**src/rtl/tmr_pkg.sv**
```systemverilog
package tmr_pkg;
   localparam int NUM_TMR = 2;
   localparam int DIV_W   = 3;
   localparam int REG_W   = 32;

   localparam int OFF_CTRL = 'h00;
   localparam int OFF_STAT = 'h04;

   function automatic int en_pos(input int i);
      return 2 * i;
   endfunction

   function automatic int arl_pos(input int i);
      return 2 * i + 1;
   endfunction

   function automatic int src_pos(input int i);
      return 11 + i;
   endfunction

   function automatic int div_pos(input int i);
      return 19 + DIV_W * i;
   endfunction

   function automatic int stat_pos(input int i);
      return 8 * i;
   endfunction

   function automatic int rld_off(input int i);
      return 'h10 + 8 * i;
   endfunction

   function automatic int val_off(input int i);
      return 'h14 + 8 * i;
   endfunction

   function automatic logic [REG_W-1:0] ctrl_mask();
      logic [REG_W-1:0] m;
      m = '0;
      for (int i = 0; i < NUM_TMR; i++) begin
         m[en_pos(i)]  = 1'b1;
         m[arl_pos(i)] = 1'b1;
         m[src_pos(i)] = 1'b1;
         for (int b = 0; b < DIV_W; b++) m[div_pos(i) + b] = 1'b1;
      end
      return m;
   endfunction
endpackage

```
**src/rtl/tmr_prescaler.sv**
```systemverilog
module tmr_prescaler #(
   parameter int DIV_W = 3
) (
   input  logic             clk,
   input  logic             rst_n,
   input  logic             run,
   input  logic             use_ref,
   input  logic [DIV_W-1:0] div,
   input  logic             ref_tick,
   output logic             tick
);
   localparam int PS_W = (1 << DIV_W) - 1;

   if (DIV_W < 1 || DIV_W > 5) begin : g_bad_div
      $error("tmr_prescaler: DIV_W must be 1..5");
   end

   logic [PS_W-1:0] ps_cnt;
   logic [PS_W-1:0] limit;
   logic [PS_W:0]   pow;
   logic [DIV_W:0]  cfg_q;
   logic            restart;
   logic            at_lim;

   always_comb begin
      pow     = {{PS_W{1'b0}}, 1'b1} << div;
      limit   = PS_W'(pow - 1'b1);
      restart = ({run, div} != cfg_q);
      at_lim  = (ps_cnt == limit);
      tick    = run && (use_ref ? ref_tick : (!restart && at_lim));
   end

   always_ff @(posedge clk or negedge rst_n) begin
      if (!rst_n) begin
         cfg_q  <= '0;
         ps_cnt <= '0;
      end else begin
         cfg_q <= {run, div};
         if (restart || !run || use_ref || at_lim) ps_cnt <= '0;
         else                                      ps_cnt <= ps_cnt + 1'b1;
      end
   end
endmodule

```
**src/rtl/tmr_down_counter.sv**
```systemverilog
module tmr_down_counter #(
   parameter int CNT_W = 32
) (
   input  logic             clk,
   input  logic             rst_n,
   input  logic             tick,
   input  logic             auto_rl,
   input  logic             ld,
   input  logic [CNT_W-1:0] ld_val,
   input  logic [CNT_W-1:0] rld_val,
   output logic [CNT_W-1:0] cnt,
   output logic             ev
);
   localparam logic [CNT_W-1:0] ONE = CNT_W'(1);

   logic [CNT_W-1:0] cnt_nx;
   logic             at_zero;

   always_comb begin
      at_zero = (cnt == '0);
      ev      = tick && !ld && (auto_rl ? at_zero : (cnt == ONE));
      cnt_nx  = cnt;
      if (ld)           cnt_nx = ld_val;
      else if (tick) begin
         if (!at_zero)     cnt_nx = cnt - ONE;
         else if (auto_rl) cnt_nx = rld_val;
      end
   end

   always_ff @(posedge clk or negedge rst_n) begin
      if (!rst_n) cnt <= '0;
      else        cnt <= cnt_nx;
   end
endmodule

```
**src/rtl/dual_countdown_timer.sv**
```systemverilog
module dual_countdown_timer
   import tmr_pkg::*;
#(
   parameter int CNT_W  = 32,
   parameter int ADDR_W = 8
) (
   input  logic              clk,
   input  logic              rst_n,
   input  logic [ADDR_W-1:0] bus_addr,
   input  logic              bus_we,
   input  logic [REG_W-1:0]  bus_wdata,
   output logic [REG_W-1:0]  bus_rdata,
   input  logic              ref_tick,
   output logic [NUM_TMR-1:0] irq
);
   localparam logic [REG_W-1:0] CMASK = ctrl_mask();

   if (CNT_W < 2 || CNT_W > REG_W) begin : g_bad_cnt
      $error("dual_countdown_timer: CNT_W must be 2..32");
   end
   if (ADDR_W < 5) begin : g_bad_addr
      $error("dual_countdown_timer: ADDR_W must be at least 5");
   end

   logic [REG_W-1:0]              ctrl_q;
   logic [NUM_TMR-1:0]            stat_q;
   logic [NUM_TMR-1:0][CNT_W-1:0] rld_q;
   logic [NUM_TMR-1:0][CNT_W-1:0] cnt;
   logic [NUM_TMR-1:0]            en, arl, src, tick, ev, wr_val, wr_rld;
   logic                          wr_ctrl, wr_stat;

   assign wr_ctrl = bus_we && (bus_addr == ADDR_W'(OFF_CTRL));
   assign wr_stat = bus_we && (bus_addr == ADDR_W'(OFF_STAT));

   always_ff @(posedge clk or negedge rst_n) begin
      if (!rst_n)       ctrl_q <= '0;
      else if (wr_ctrl) ctrl_q <= bus_wdata & CMASK;
   end

   for (genvar i = 0; i < NUM_TMR; i++) begin : g_tmr
      assign en[i]     = ctrl_q[en_pos(i)];
      assign arl[i]    = ctrl_q[arl_pos(i)];
      assign src[i]    = ctrl_q[src_pos(i)];
      assign wr_val[i] = bus_we && (bus_addr == ADDR_W'(val_off(i)));
      assign wr_rld[i] = bus_we && (bus_addr == ADDR_W'(rld_off(i)));

      always_ff @(posedge clk or negedge rst_n) begin
         if (!rst_n)         rld_q[i] <= '0;
         else if (wr_rld[i]) rld_q[i] <= bus_wdata[CNT_W-1:0];
      end

      tmr_prescaler #(.DIV_W(DIV_W)) u_ps (
         .clk      (clk),
         .rst_n    (rst_n),
         .run      (en[i]),
         .use_ref  (src[i]),
         .div      (ctrl_q[div_pos(i) +: DIV_W]),
         .ref_tick (ref_tick),
         .tick     (tick[i])
      );

      tmr_down_counter #(.CNT_W(CNT_W)) u_cnt (
         .clk     (clk),
         .rst_n   (rst_n),
         .tick    (tick[i]),
         .auto_rl (arl[i]),
         .ld      (wr_val[i]),
         .ld_val  (bus_wdata[CNT_W-1:0]),
         .rld_val (rld_q[i]),
         .cnt     (cnt[i]),
         .ev      (ev[i])
      );

      always_ff @(posedge clk or negedge rst_n) begin
         if (!rst_n) stat_q[i] <= 1'b0;
         else        stat_q[i] <= (wr_stat ? (stat_q[i] & bus_wdata[stat_pos(i)])
                                           : stat_q[i]) | ev[i];
      end

      assign irq[i] = stat_q[i];
   end

   always_comb begin
      bus_rdata = '0;
      if (bus_addr == ADDR_W'(OFF_CTRL)) bus_rdata = ctrl_q;
      if (bus_addr == ADDR_W'(OFF_STAT)) begin
         for (int i = 0; i < NUM_TMR; i++) bus_rdata[stat_pos(i)] = stat_q[i];
      end
      for (int i = 0; i < NUM_TMR; i++) begin
         if (bus_addr == ADDR_W'(rld_off(i))) bus_rdata = REG_W'(rld_q[i]);
         if (bus_addr == ADDR_W'(val_off(i))) bus_rdata = REG_W'(cnt[i]);
      end
   end
endmodule

```
**config.mk**
```make
export PLATFORM = sky130hd
export DESIGN_NAME = dual_countdown_timer
export DESIGN_NICKNAME = d
export VERILOG_FILES = /design/src/rtl/tmr_pkg.sv /design/src/rtl/tmr_prescaler.sv /design/src/rtl/tmr_down_counter.sv /design/src/rtl/dual_countdown_timer.sv
export SDC_FILE = /design/constraint.sdc
export NUM_CORES = 1
export LEC_CHECK = 0
export ABC_CLOCK_PERIOD_IN_PS = 6300
export BUFFER_PORTS_ARGS = -buffer_cell sky130_fd_sc_hd__clkbuf_2
export CORE_AREA = 4 4 124 137
export CTS_CLUSTER_SIZE = 40
export DETAILED_ROUTE_END_ITERATION = 16
export DIE_AREA = 0 0 128 141
export HOLD_SLACK_MARGIN = 0.06
export PLACE_DENSITY = 0.85
export SKIP_LAST_GASP = 1
export SYNTH_ARGS = -nofsm -noshare
export SYNTH_HDL_FRONTEND = slang
export SYNTH_SLANG_ARGS = --single-unit
```
**constraint.sdc**
```tcl
create_clock -name clk -period 6.3 [get_ports clk]
set_input_delay 0.315 -clock clk [delete_from_list [all_inputs] [get_ports clk]]
set_output_delay 0.315 -clock clk [all_outputs]
set_load 0.03 [all_outputs]
```
# After elaboration in Yosys (flattened, before gate mapping)
# Index checks and enable logic that the tools add are counted.
[word_totals]
ff_bits = 164
output_inout_bits = 34
[classes]
n_addsub = 6
n_eq_ne = 13
shifts = 2
muxes = 23
bitwise_logic = 4
reduce_logical = 33
[ops]
columns = ["op", "count"]
rows = [
  ["32-bit two-way mux", 12],
  ["32-bit by 1-bit == test with 1-bit output, second input constant", 2],
  ["32-bit logical NOT", 2],
  ["32-bit by 1-bit subtractor with 32-bit output, second input constant", 2],
  ["8-bit by 5-bit == test with 1-bit output, second input constant", 4],
  ["25-bit two-way mux", 1],
  ["7-bit by 1-bit adder with 7-bit output, second input constant", 2],
  ["7-bit == test", 2],
  ["1-bit logical AND", 14],
  ["7-bit two-way mux", 2],
  ["1-bit by 3-bit left shift with 7-bit output, first input constant", 2],
  ["7-bit by 1-bit subtractor with 7-bit output, second input constant", 2],
  ["8-bit by 3-bit == test with 1-bit output, second input constant", 1],
  ["8-bit logical NOT", 1],
  ["1-bit two-way mux", 8],
  ["4-bit inequality test", 2],
  ["1-bit logical NOT", 6],
  ["1-bit logical OR", 6],
  ["3-bit by 2-bit inequality test with 1-bit output, second input constant", 2],
  ["2-bit AND reduction", 2],
  ["2-bit nonzero test", 2],
  ["1-bit AND", 2],
  ["1-bit OR", 2],
]

# Logic depth before layout (Yosys ltp)
# Gate-level depths: netlist of run 1.
[logic_depth]
ltp_word = 9
mapped_depth = 11
mapped_depth_nobuf = 9

# Hierarchy
# Synthesis of run 1 repeated with hierarchy kept, for this count alone.
[hier_totals]
hier_cells = 1127
hier_area_um2 = 10687.8
[by_module_without_submodules]
columns = ["mod", "instances", "cells_each", "area_per_inst_um2"]
rows = [
  ["dual_countdown_timer", 1, 371, 4259.1],
  ["tmr_down_counter at g_tmr[1].u_cnt", 1, 313, 2572.5],
  ["tmr_down_counter at g_tmr[0].u_cnt", 1, 315, 2487.4],
  ["tmr_prescaler", 2, 64, 684.4],
]

# Least setup slack after synthesis of run 1
# No wires, ideal clock.
[synth_path]
path_kind = "reg-to-reg"
from = "register g_tmr[0].u_cnt.cnt[18]"
to = "register g_tmr[0].u_cnt.cnt[16]"
setup_ns = 0.127
t_arrival_ns = 2.708
required_time_ns = 6.173
slack_ns = 3.465
stages_incl_launch_ff = 11
period_less_slack_ns = 2.835
path_cell_list = "dfrtp_1 > or4_4 > or3_1 > buf_2 > or4_4 > buf_6 > buf_6 > a21oi_2 > a21oi_1 > a221oi_1 > nor2_1"
[synth_via]
elab_chain_len = 4
[synth_lines]
columns = ["item", "line_no", "rtl"]
rows = [
  ["from (decl)", "tmr_down_counter.sv:11", "output logic [CNT_W-1:0] cnt,"],
  ["from (signal assigned)", "tmr_down_counter.sv:32", "else cnt <= cnt_nx;"],
  ["32-bit logical NOT (*)", "tmr_down_counter.sv:20", "at_zero = (cnt == '0);"],
  ["32-bit two-way mux", "tmr_down_counter.sv:25", "if (!at_zero) cnt_nx = cnt - ONE;"],
  ["32-bit two-way mux", "tmr_down_counter.sv:24", "else if (tick) begin"],
  ["32-bit two-way mux", "tmr_down_counter.sv:23", "if (ld) cnt_nx = ld_val;"],
]
# Mark *: on every way between the ends. The rest lies on a longest branch, timed or not. The select of a mux whose other input is x is not followed.
# A chain may end at the register's enable or synchronous reset.

# Final worst setup path of run 1
[layout_path]
from = "register g_tmr[0].u_cnt.cnt[10]"
to = "register g_tmr[0].u_cnt.cnt[1]"
# Same word-level chain as after synthesis.

==> results of run 1 <==
## how the worst min path moves through the flow
stage	from	endpoint	slack [ns]	cells after the start
final	bus_wdata[17]	g_tmr[0].u_cnt.cnt[17]	0.16	3
after global routing	bus_wdata[17]	g_tmr[0].u_cnt.cnt[17]	0.15	3
after CTS	bus_wdata[17]	g_tmr[0].u_cnt.cnt[17]	0.15	3
after detailed placement	rst_n	rld_q[54]	0.44	1
after global placement	rst_n	rld_q[54]	0.44	1
after floorplan	rst_n	ctrl_q[0]	0.02	0
## placed cells by master, fill, tap and decap left out, drive strengths merged, types with 8 or more instances in the layout
| cell type | netlist | routed |
|---|---|---|
| a21oi | 61 | 61 |
| a31oi | 18 | 18 |
| xnor2 | 37 | 37 |
| a221oi | 17 | 17 |
| and2 | 26 | 26 |
| buf | 14 | 17 |
| nand3 | 59 | 59 |
| a222oi | 11 | 11 |
| or3 | 13 | 13 |
| inv | 17 | 17 |
| xor2 | 27 | 27 |
| clkbuf | 70 | 97 |
| o21a | 8 | 8 |
| a22oi | 12 | 12 |
| mux2 | 73 | 73 |
| ha | 8 | 8 |
| dfrtp | 164 | 164 |
| or4 | 10 | 10 |
| nor3b | 10 | 10 |
| nand2 | 77 | 77 |
| nor2 | 110 | 110 |
| mux4 | 19 | 19 |
| o21ai | 32 | 32 |
| a221o | 14 | 14 |
| nor4 | 27 | 27 |
| o221a | 8 | 8 |
| nor3 | 35 | 35 |
| and3 | 9 | 9 |
## synth_stat cells, types with 9 or more instances
master	n	area (um^2)
mux2_2	73	822
mux4_2	19	428
a31oi_1	18	113
and3_1	9	56.3
dfrtp_1	164	4100
nor2_1	110	413
inv_1	17	63.8
or3_1	13	81.3
a222oi_1	11	110
a22oi_1	12	90.1
a221o_1	14	140
xnor2_1	37	324
clkbuf_1	70	263
nand3_1	59	295
nor4_1	25	156
xor2_1	27	236
nand2_1	77	289
nor3_1	35	175
a21oi_1	56	280
nor3b_1	10	75.1
a221oi_1	17	149
and2_1	26	163
o21ai_0	28	140
## critical path: cells and delay by family, from the launching register on
kind / cells / cell delay, ns
simple gates: 3 / 2.09
compound gates: 3 / 0.99
flops: 1 / 0.43
buf+inv: 1 / 0.35
## power by group
group          internal (uW)  switching (uW)
Clock                    751             428
Sequential              1160             174
Combinational            286             375
Total                   2190             978
## kinds of logic after synthesis
family	after synthesis	synth area share [%]
AO/OA/AOI/OAI	228	16.1
XOR/XNOR	64	5.53
adder cells (fa/ha/maj)	8	0.988
buffers and inverters	101	4.05
flip-flops	164	40.5
multiplexers	96	12.7
AND/OR/NAND/NOR	407	20.1
## layer usage
| metal | vias to the layer above | share of wire (%) | GRT usage [%] |
|---|---|---|---|
| met5 | - | 0 | 0 |
| met4 | 0 | 4.2 | 14.7 |
| met3 | 115 | 12 | 8.45 |
| met2 | 576 | 46 | 51.7 |
| met1 | 4463 | 39 | 47.1 |
| li1 | 4018 | - | - |
## state kept, by name, indices dropped and copies added (netlist names)
signal and cells:
g_tmr.u_cnt.cnt 64, rld_q 64, g_tmr.u_ps.ps_cnt 14, ctrl_q 12
g_tmr.u_ps.cfg_q 8, irq 2
## timing repair
action / CTS / global route
endpoints found under the setup margin: 0 / 0
hold endpoints to repair: 89 / 0
hold buffers: 1 / 0
## cell type report
class                   instances  area [um^2]  share of cell area, %
clock inverters                10          204                   1.82
flip-flops and latches        164         4100                   36.5
clock buffers                  21          450                   4.01
multi-input cells             803         5640                   50.2
repair buffers                 94          522                   4.65
well taps                     200          250                   2.23
inverters                      17         63.8                  0.568
## through the flow
step | setup slack (ns) | instances | hold WS [ns]
after floorplan | 3.47 | 1068 | 0.0194
after global placement | 2.49 | 1277 | 0.441
after detailed placement | 2.43 | 1277 | 0.442
after CTS | 2.44 | 1309 | 0.148
after global routing | 2.19 | 1309 | 0.154
final | 2.33 | 1309 | 0.163
==> qor.csv, run 1 <==
stage;metric;value;unit
drt;vias per cell;7.01;
synthesis;Top FF cell, synth;dfrtp_1;
worst_setup_path;slowest CP cell;nor4_1;
sta;setup total negative slack;0;ns
drt;drt pass-1 iters;9;
worst_setup_path;crit end category;register;
global_route;initial antenna violation count;0;
synthesis;post-synthesis net count;1120;
sta;Tmin final;3.97;ns
worst_setup_path;Req. time, crit path;6.63;ns
sta;FMAX;0.252;GHz
sta;max-slew violations;0;
power_and_ir_drop;total power;3170;uW
sta;worst clock skew;0.00616;ns
power_and_ir_drop;Cell Pwr Density;282;mW/mm^2
placed_design;dpl hpwl;20600;um
clock_tree;Setup Buffers After CTS;0;
drt;post-route ant nets;0;
final_layout;synthesis-to-layout area growth;10.9;%
worst_hold_path;hold crit path type;primary input to register;
worst_setup_path;reg2reg end;g_tmr[0].u_cnt.cnt[1];
synthesis;Post-synth EDFFs;0;
global_route;global-route wire length before repair;48200;um
drt;Detailed Route WL;30300;um
synthesis;Synth Warn #;0;
final_layout;share of cells above drive strength 1;21.7;%
final_layout;ANT cells;0;
power_and_ir_drop;Lkg Pwr;0.00498;uW
sta;relative slew slack;16.6;%
clock_tree;H-tree Lvls;4;
floorplan;die width;128;um
status;status;complete, no violations;
synthesis;Netlist Area Pre-Place;0.0101;mm^2
final_layout;fill count;1139;
worst_setup_path;Reg-to-Reg Start;g_tmr[0].u_cnt.cnt[10];
floorplan;core footprint;0.0156;mm^2
drt;wire length per cell;23.2;um
drt;First DRT Iteration DRCs;1460;
sta;final period utilization;63.1;%
floorplan;Core Rows;48;
run;number of max-cap violations;0;
floorplan;Initial Util;64.9;%
worst_setup_path;Startpoint Class;register;
clock_tree;Clock Tree Buf Depth;2;
sta;Fin. Hold Viols;0;
clock_tree;CTS resizes;0;
synthesis;Mapped Avg Cell Area;9.48;um^2
global_route;total grt overflow;0;
sta;Worst-Margin Slew;1.25;ns
drt;DR DRC count;0;
floorplan;io pins;78;
global_route;vias in the first global route;8808;
final_layout;Final #Nets;1149;
synthesis;post-synth cell types;66;
synthesis;ys async rst share;100;%
synthesis;#FFs+latches synth;164;
clock_tree;total clock buffers created by CTS;17;
clock_tree;TritonCTS clock tree;yes;
clock_tree;clock-pin slew on the worst setup and hold paths;0.07;ns
final_layout;post-layout instance area;0.0112;mm^2
synthesis;Cells after Synth;1068;
sta;unrepaired setup endpoints after global routing;false;
placed_design;RePlAce Congestion;1.03;
placed_design;dpl cell area;0.0106;mm^2
worst_setup_path;Worst EP arrival;4.30;ns
drt;routed via count;9172;
placed_design;Port Buf Inserts;77;
clock_tree;clk_lat worst skew;0.43;ns
worst_setup_path;critical path cell sequence;nor4_1 > nand3_1 > or4_4 > o211ai_2 > buf_4 > a221oi_1 > a21o_1;
floorplan;DIE AREA;0.0180;mm^2
sta;final setup violation count;0;
global_route;gr usage total;34.2;%
worst_setup_path;Crit. Startpoint;g_tmr[0].u_cnt.cnt[10];
worst_setup_path;Crit Path Max Fanout;39;
worst_setup_path;R2R setup slack;2.33;ns
clock_tree;Root Driver;clkbuf_16;
worst_setup_path;Critical Path End;g_tmr[0].u_cnt.cnt[1];
floorplan;chip height;141;um
global_route;pin count of the biggest net entering global routing;91;
worst_setup_path;Reg2Reg Depth;7;
worst_setup_path;WS Path Type;register to register;
synthesis;part of the Yosys area used for sequential elements;40.5;%
worst_setup_path;Max stage delay on crit path;0.97;ns
clock_tree;TritonCTS Sinks;164;
power_and_ir_drop;maximum VDD drop;0.210;mV
final_layout;fin util;71.9;%
No activity file was read; power rests on OpenSTA's default activity.
==> run 2, diff against run 1 <==
--- a/config.mk
+++ b/config.mk
@@ -5,14 +5,14 @@
 export SDC_FILE = /design/constraint.sdc
 export NUM_CORES = 1
 export LEC_CHECK = 0
-export ABC_CLOCK_PERIOD_IN_PS = 6300
+export ABC_CLOCK_PERIOD_IN_PS = 3400
 export BUFFER_PORTS_ARGS = -buffer_cell sky130_fd_sc_hd__clkbuf_2
-export CORE_AREA = 4 4 124 137
+export CORE_AREA = 4 4 135 150
 export CTS_CLUSTER_SIZE = 40
 export DETAILED_ROUTE_END_ITERATION = 16
-export DIE_AREA = 0 0 128 141
+export DIE_AREA = 0 0 139 154
 export HOLD_SLACK_MARGIN = 0.06
-export PLACE_DENSITY = 0.85
+export PLACE_DENSITY = 0.76
 export SKIP_LAST_GASP = 1
 export SYNTH_ARGS = -nofsm -noshare
 export SYNTH_HDL_FRONTEND = slang
==> constraint.sdc (replaced) <==
create_clock -name clk -period 3.4 [get_ports clk]
set_input_delay 0.17 -clock clk [delete_from_list [all_inputs] [get_ports clk]]
set_output_delay 0.17 -clock clk [all_outputs]
set_load 0.03 [all_outputs]
==> run 2 against run 1 <==
  * Total power increased by 81%
  * Sequential power increased by 84%
  * First-iteration DRC count decreased by 40%
  * Worst hold slack got worse by 0.081 ns
  * Combinational power increased by 95%
  * Worst setup slack got worse by 2.1 ns
  * Utilization decreased by 9.8 points
  * Via count increased by 0.56%
  * Register-to-register slack got worse by 2.1 ns
  * Sequential share of layout area decreased by 1.5 points
==> qor.csv, run 2 (same netlist as run 1, synthesis figures left out) <==
stage;metric;value;unit;change
clock_tree;Root Driver;clkbuf_16;;
worst_setup_path;Crit. Startpoint;g_tmr[0].u_cnt.cnt[26];;
final_layout;Final #Nets;1200;;+4.4%
final_layout;post-layout instance area;0.0117;mm^2;+4.3%
worst_hold_path;hold crit path type;primary input to register;;
final_layout;share of cells above drive strength 1;23.6;%;+1.9 points
worst_hold_path;WHS Path Cells;3;;unchanged
worst_setup_path;Req. time, crit path;3.74;ns;-2.89 ns
clock_tree;total clock buffers created by CTS;17;;unchanged
drt;routed via count;9223;;+0.56%
placed_design;dpl cell area;0.0109;mm^2;+3.1%
floorplan;core footprint;0.0188;mm^2;+21%
global_route;total grt overflow;0;;unchanged
worst_setup_path;Reg-to-Reg Start;g_tmr[0].u_cnt.cnt[26];;
global_route;M1 GR Usage;39.2;%;-7.9 points
global_route;global-route wire length before repair;49700;um;+3.1%
worst_hold_path;Hold Crit Start;bus_wdata[25];;
drt;wire length per cell;22.1;um;-4.6%
power_and_ir_drop;Lkg Pwr;0.00519;uW;+4.3%
floorplan;DIE AREA;0.0214;mm^2;+19%
worst_hold_path;Worst Hold Path EP;g_tmr[0].u_cnt.cnt[25];;
final_layout;commonest non-fill, non-tap cell in the layout;dfrtp_1;;
placed_design;dpl hpwl;21800;um;+5.8%
sta;max-slew violations;0;;unchanged
sta;Tmin final;3.18;ns;-0.799 ns
clock_tree;Clock Tree Buf Depth;2;;unchanged
worst_setup_path;Reg2Reg Depth;7;;unchanged
clock_tree;TritonCTS clock tree;yes;;
sta;FMAX;0.315;GHz;+25%
sta;final period utilization;93.4;%;+30 points
final_layout;synthesis-to-layout area growth;15.6;%;
global_route;vias in the first global route;8954;;+1.7%
final_layout;Multi-input gate area;0.00564;mm^2;unchanged
global_route;met3 usage;6.03;%;-2.4 points
worst_setup_path;WS Path Type;register to register;;
drt;DR DRC count;0;;unchanged
placed_design;RePlAce Congestion;1.07;;+3.9%
power_and_ir_drop;maximum VDD drop;0.392;mV;+86%
worst_setup_path;Crit Path Max Fanout;16;;-59%
sta;Worst-Margin Slew;0.881;ns;-0.370 ns
worst_setup_path;Worst EP arrival;3.52;ns;-0.78 ns
floorplan;Core Rows;53;;+10%
sta;worst clock skew;0.00920;ns;+0.00304 ns
drt;First DRT Iteration DRCs;880;;-40%
drt;drt pass-1 iters;7;;-2
clock_tree;clock-pin slew on the worst setup and hold paths;0.06;ns;about the same
drt;post-route ant nets;0;;unchanged
floorplan;Initial Util;53.8;%;-11 points
final_layout;most frequent cells in the layout;dfrtp_1, nor2_1, nand2_1, clkbuf_2, mux2_2;;
sta;setup total negative slack;0;ns;unchanged
worst_setup_path;reg2reg end;g_tmr[0].u_cnt.cnt[2];;
clock_tree;Setup Buffers After CTS;0;;unchanged
clock_tree;CTS resizes;0;;unchanged
sta;Fin. Hold Viols;0;;unchanged
clock_tree;H-tree Lvls;4;;unchanged
global_route;gr usage total;29.2;%;-4.9 points
drt;vias per cell;6.55;;-6.6%
worst_setup_path;R2R setup slack;0.22;ns;-2.10 ns
floorplan;io pins;78;;unchanged
sta;final setup violation count;0;;unchanged
placed_design;Port Buf Inserts;77;;unchanged
final_layout;largest registers;g_tmr.u_cnt.cnt: 64 flops, rld_q: 64 flops, g_tmr.u_ps.ps_cnt: 14 flops;;
worst_setup_path;crit end category;register;;
global_route;initial antenna violation count;1;;+1
clock_tree;clk_lat worst skew;0.44;ns;about the same
global_route;Most Crowded Layer GR;met2;;
clock_tree;hold buffers post-CTS;21;;+20
worst_setup_path;Startpoint Class;register;;
final_layout;FF+latch area;0.00410;mm^2;unchanged
sta;relative slew slack;40.9;%;+24 points
floorplan;die width;139;um;+8.6%
clock_tree;TritonCTS Sinks;164;;unchanged
final_layout;fill count;1573;;+38%
global_route;pin count of the biggest net entering global routing;73;;-20%
floorplan;chip height;154;um;+9.2%
run;number of max-cap violations;0;;unchanged
status;status;complete, no violations;;
sta;unrepaired setup endpoints after global routing;false;;
power_and_ir_drop;Cell Pwr Density;490;mW/mm^2;+73%
global_route;met2 Usage GRT;46.4;%;-5.4 points
drt;Detailed Route WL;31100;um;+2.7%
==> run 2: cell count changes in the layout (fill, tap and decap cells not counted) <==
cell	previous run	this run
buf_12	0	3
buf_4	16	44
bufinv_16	6	3
clkbuf_1	3	2
clkinvlp_4	0	3
diode_2	0	1
dlygate4sd3_1	1	21
inv_6	0	2
==> run 2: layout make-up <==
type,instances,share of cell area (%)
Timing Repair Buffer,145,8.47
Clock inverter,12,1.31
Inverter,17,0.545
Multi-Input combinational cell,803,48.1
Clock buffer,20,3.81
Antenna cell,1,0.0214
Sequential cell,164,35.0
Tap cell,247,2.64
==> run 2: per-layer routing <==
layer | routed length (um) | up-vias
met2 | 14600 | 470
met5 | 0 | -
met3 | 2810 | 108
met1 | 12400 | 4511
li1 | - | 4134
met4 | 1330 | 0
==> run 2: report_power, final <==
part           switching, uW  total (uW)  internal, uW
registers                311        2450          2140
clock network            815        1990          1180
logic                    697        1290           590
==> run 2: metrics by stage <==
| step | instances | utilization, % | hold WS, ns | setup slack, ns | power, uW |
|---|---|---|---|---|---|
| floorplan | 1068 | - | -0.126 | 0.565 | 3270 |
| global placement | 1355 | 57.9 | 0.165 | 0.376 | 3680 |
| detailed placement | 1355 | 57.9 | 0.165 | 0.288 | 3720 |
| CTS | 1408 | 62.2 | 0.0641 | 0.244 | 5720 |
| global route | 1409 | 62.2 | 0.0837 | 0.0915 | 5990 |
| finish | 1409 | 62.2 | 0.0815 | 0.224 | 5730 |
==> run 2: worst max path at each step <==
stage | end | cells after the start
finish | g_tmr[0].u_cnt.cnt[2] | 7
global route | g_tmr[0].u_cnt.cnt[16] | 8
CTS | g_tmr[0].u_cnt.cnt[16] | 8
floorplan | g_tmr[0].u_cnt.cnt[16] | 10
global placement | g_tmr[0].u_cnt.cnt[28] | 8
detailed placement | g_tmr[0].u_cnt.cnt[28] | 8
==> run 2: worst max-delay path, stage by stage, from the launching register on <==
cell      delay, ns
dfrtp_1        0.43
or4_1          0.61
or4_1          0.51
or4_4          0.67
o211ai_2       0.31
buf_4          0.27
a221oi_1       0.12
nor2_1         0.17
==> run 3, diff against run 2 <==
--- a/config.mk
+++ b/config.mk
@@ -6,7 +6,7 @@
 export NUM_CORES = 1
 export LEC_CHECK = 0
 export ABC_CLOCK_PERIOD_IN_PS = 3400
-export BUFFER_PORTS_ARGS = -buffer_cell sky130_fd_sc_hd__clkbuf_2
+export BUFFER_PORTS_ARGS = -buffer_cell sky130_fd_sc_hd__buf_2
 export CORE_AREA = 4 4 135 150
 export CTS_CLUSTER_SIZE = 40
 export DETAILED_ROUTE_END_ITERATION = 16
==> run 3 against run 2 <==
  * Worst hold slack worse by 0.010 ns
  * Die area stayed put
  * Sequential share of layout area grew 0.056 points
  * Combinational power is essentially flat
  * Via count grew 0.66%
  * Maximum frequency fell by 1.2%
  * Worst setup slack worse by 0.038 ns
  * Clock skew up 0.0057 ns
  * Sequential power hardly changed
  * Critical path type unchanged
==> qor.csv, run 3 (same netlist as run 1, synthesis figures left out) <==
stage;metric;value;unit;change
placed_design;Port Buf Inserts;77;;unchanged
drt;post-route ant nets;0;;unchanged
global_route;global-route wire length before repair;49700;um;about the same
clock_tree;H-tree Lvls;4;;unchanged
floorplan;Core Rows;53;;unchanged
power_and_ir_drop;total power;5590;uW;-2.6%
worst_setup_path;Startpoint Class;register;;
global_route;total grt overflow;0;;unchanged
clock_tree;TritonCTS Sinks;164;;unchanged
floorplan;core footprint;0.0188;mm^2;unchanged
global_route;initial antenna violation count;3;;+2
power_and_ir_drop;sw frac;33.2;%;+1.4 points
drt;First DRT Iteration DRCs;1099;;+25%
final_layout;fill count;1589;;+1.0%
worst_setup_path;WS Path Type;register to register;;
global_route;gr usage total;29.2;%;about the same
sta;FMAX;0.311;GHz;-1.2%
power_and_ir_drop;combinational fraction of design power;23.4;%;+0.9 points
power_and_ir_drop;clock power share;32.8;%;-1.9 points
final_layout;most frequent cells in the layout;dfrtp_1, nor2_1, nand2_1, buf_2, mux2_2;;
status;status;complete, no violations;;
worst_setup_path;Max stage delay on crit path;0.67;ns;about the same
worst_setup_path;Reg2Reg Depth;8;;+1
power_and_ir_drop;maximum VDD drop;0.377;mV;-3.9%
worst_setup_path;Crit Path Max Fanout;24;;+8
worst_setup_path;CP delay by family, top;simple AND/OR/NAND/NOR gates;;
sta;unrepaired setup endpoints after global routing;false;;
drt;wire length per cell;22.2;um;+0.29%
worst_hold_path;Hold Crit Start;bus_wdata[0];;
global_route;pin count of the biggest net entering global routing;82;;+12%
worst_setup_path;Top cell by count, worst path;or4_1;;
worst_setup_path;Worst EP arrival;3.52;ns;about the same
sta;Tmin final;3.21;ns;+0.0378 ns
worst_setup_path;Reg-to-Reg Start;g_tmr[0].u_cnt.cnt[26];;
floorplan;io pins;78;;unchanged
worst_hold_path;WHS Path Cells;3;;unchanged
clock_tree;total clock buffers created by CTS;17;;unchanged
final_layout;largest registers;g_tmr.u_cnt.cnt: 64 flops, rld_q: 64 flops, g_tmr.u_ps.ps_cnt: 14 flops;;
worst_setup_path;reg2reg end;g_tmr[0].u_cnt.cnt[28];;
sta;final period utilization;94.5;%;+1.1 points
worst_hold_path;hold crit path type;primary input to register;;
floorplan;die width;139;um;unchanged
sta;Worst-Margin Slew;0.926;ns;+0.0446 ns
clock_tree;Setup Buffers After CTS;0;;unchanged
final_layout;share of cells above drive strength 1;23.9;%;+0.28 points
sta;max-slew violations;0;;unchanged
clock_tree;clock-pin slew on the worst setup and hold paths;0.07;ns;about the same
power_and_ir_drop;Sequential Power Share;43.8;%;+1.0 points
floorplan;chip height;154;um;unchanged
power_and_ir_drop;Net Switching;1860;uW;+1.8%
clock_tree;clk_lat worst skew;0.44;ns;about the same
drt;drt pass-1 iters;7;;unchanged
clock_tree;TritonCTS clock tree;yes;;
worst_setup_path;Req. time, crit path;3.71;ns;-0.03 ns
sta;relative slew slack;38.3;%;-2.6 points
worst_setup_path;slowest CP cell;or4_4;;
drt;vias per cell;6.57;;+0.38%
final_layout;Final #Nets;1203;;+0.25%
sta;final setup violation count;0;;unchanged
worst_setup_path;critical path cell sequence;or4_1 > or4_1 > or4_4 > buf_4 > a21oi_2 > a21oi_1 > a221oi_1 > nor2_1;;
final_layout;commonest non-fill, non-tap cell in the layout;dfrtp_1;;
final_layout;synthesis-to-layout area growth;15.4;%;
placed_design;RePlAce Congestion;1.05;;-2.0%
drt;Detailed Route WL;31300;um;+0.58%
floorplan;Initial Util;53.8;%;unchanged
power_and_ir_drop;Lkg Pwr;0.00520;uW;+0.27%
worst_hold_path;Worst Hold Path EP;rld_q[32];;
worst_setup_path;Buf+Inv Stages, Crit Path;1;;unchanged
placed_design;dpl hpwl;21900;um;+0.19%
run;number of max-cap violations;0;;unchanged
power_and_ir_drop;Cell Pwr Density;478;mW/mm^2;-2.4%
sta;worst clock skew;0.0149;ns;+0.00574 ns
final_layout;fin cells;1413;;+0.28%
worst_setup_path;crit end category;register;;
drt;DR DRC count;0;;unchanged
sta;setup total negative slack;0;ns;unchanged
drt;routed via count;9284;;+0.66%
worst_setup_path;R2R setup slack;0.19;ns;-0.04 ns
clock_tree;Clock Tree Buf Depth;2;;unchanged
global_route;vias in the first global route;8844;;-1.2%
placed_design;Post-Place Cells;1357;;+0.15%
clock_tree;Root Driver;clkbuf_16;;
floorplan;DIE AREA;0.0214;mm^2;unchanged
power_and_ir_drop;Pint;3730;uW;-4.6%
final_layout;fin util;62.1;%;-0.10 points
sta;Fin. Hold Viols;0;;unchanged
==> run 3: cell types whose count changed in the layout (fill, tap and decap cells not counted), sizes merged, moves of 2 or more <==
cell    before  now
clkbuf      96   19
clkinv       4    6
buf         48  126
bufinv       3    0
==> run 3: power by group through the flow <==
stage               Combinational (uW)  Clock, uW  Sequential, uW
CTS                               1290       1840            2440
global placement                  1240          0            2460
detailed placement                1250          0            2470
global route                      1430       1940            2480
finish                            1300       1830            2450
floorplan                          929          0            2340
==> run 3: timing repair <==
action                                 4_1_cts  5_1_grt
resized for setup                            0        0
hold buffers                                22        0
endpoints found under the hold margin      138        0
==> run 3: routing by layer <==
layer	track usage (%)	wire, um
met5	0	11
met4	12.6	1210
met3	5.38	2740
met2	46.1	14800
met1	39.8	12600
==> run 3: area by class of cell <==
| cell class | count | area (um^2) | area share [%] |
|---|---|---|---|
| Clock inverter | 13 | 101 | 0.867 |
| Clock buffer | 19 | 453 | 3.87 |
| Tap cell | 247 | 309 | 2.64 |
| Inverter | 17 | 63.8 | 0.546 |
| Antenna cell | 2 | 5.00 | 0.0428 |
| Sequential cell | 164 | 4100 | 35.1 |
| Timing Repair Buffer | 148 | 1020 | 8.70 |
| Multi-Input combinational cell | 803 | 5640 | 48.2 |
==> run 3: through the flow <==
| step | setup slack (ns) | area [um^2] | hold WS, ns |
|---|---|---|---|
| global placement | 0.353 | 10900 | 0.276 |
| CTS | 0.245 | 11700 | 0.0618 |
| global route | 0.0795 | 11700 | 0.0771 |
| finish | 0.186 | 11700 | 0.0711 |
| detailed placement | 0.266 | 10900 | 0.267 |
| floorplan | 0.565 | 10100 | -0.126 |
==> run 3: worst max-delay path by stage <==
| stage | startpoint | endpoint | slack, ns | depth (start not counted) |
|---|---|---|---|---|
| finish | g_tmr[0].u_cnt.cnt[26] | g_tmr[0].u_cnt.cnt[28] | 0.19 | 8 |
| global route | g_tmr[0].u_cnt.cnt[26] | g_tmr[0].u_cnt.cnt[28] | 0.08 | 8 |
| CTS | g_tmr[0].u_cnt.cnt[26] | g_tmr[0].u_cnt.cnt[28] | 0.25 | 8 |
| detailed placement | g_tmr[0].u_cnt.cnt[26] | g_tmr[0].u_cnt.cnt[1] | 0.27 | 7 |
| global placement | g_tmr[0].u_cnt.cnt[26] | g_tmr[0].u_cnt.cnt[1] | 0.35 | 7 |
| floorplan | g_tmr[0].u_cnt.cnt[18] | g_tmr[0].u_cnt.cnt[16] | 0.57 | 10 |
==> run 3: worst reg2reg max path: cells and delay by family, from the launching register on <==
kind | cells | cell delay [ns]
AND/OR/NAND/NOR | 4 | 1.92
AO/OA/AOI/OAI | 3 | 0.46
buffers and inverters | 1 | 0.27
flip-flops | 1 | 0.44
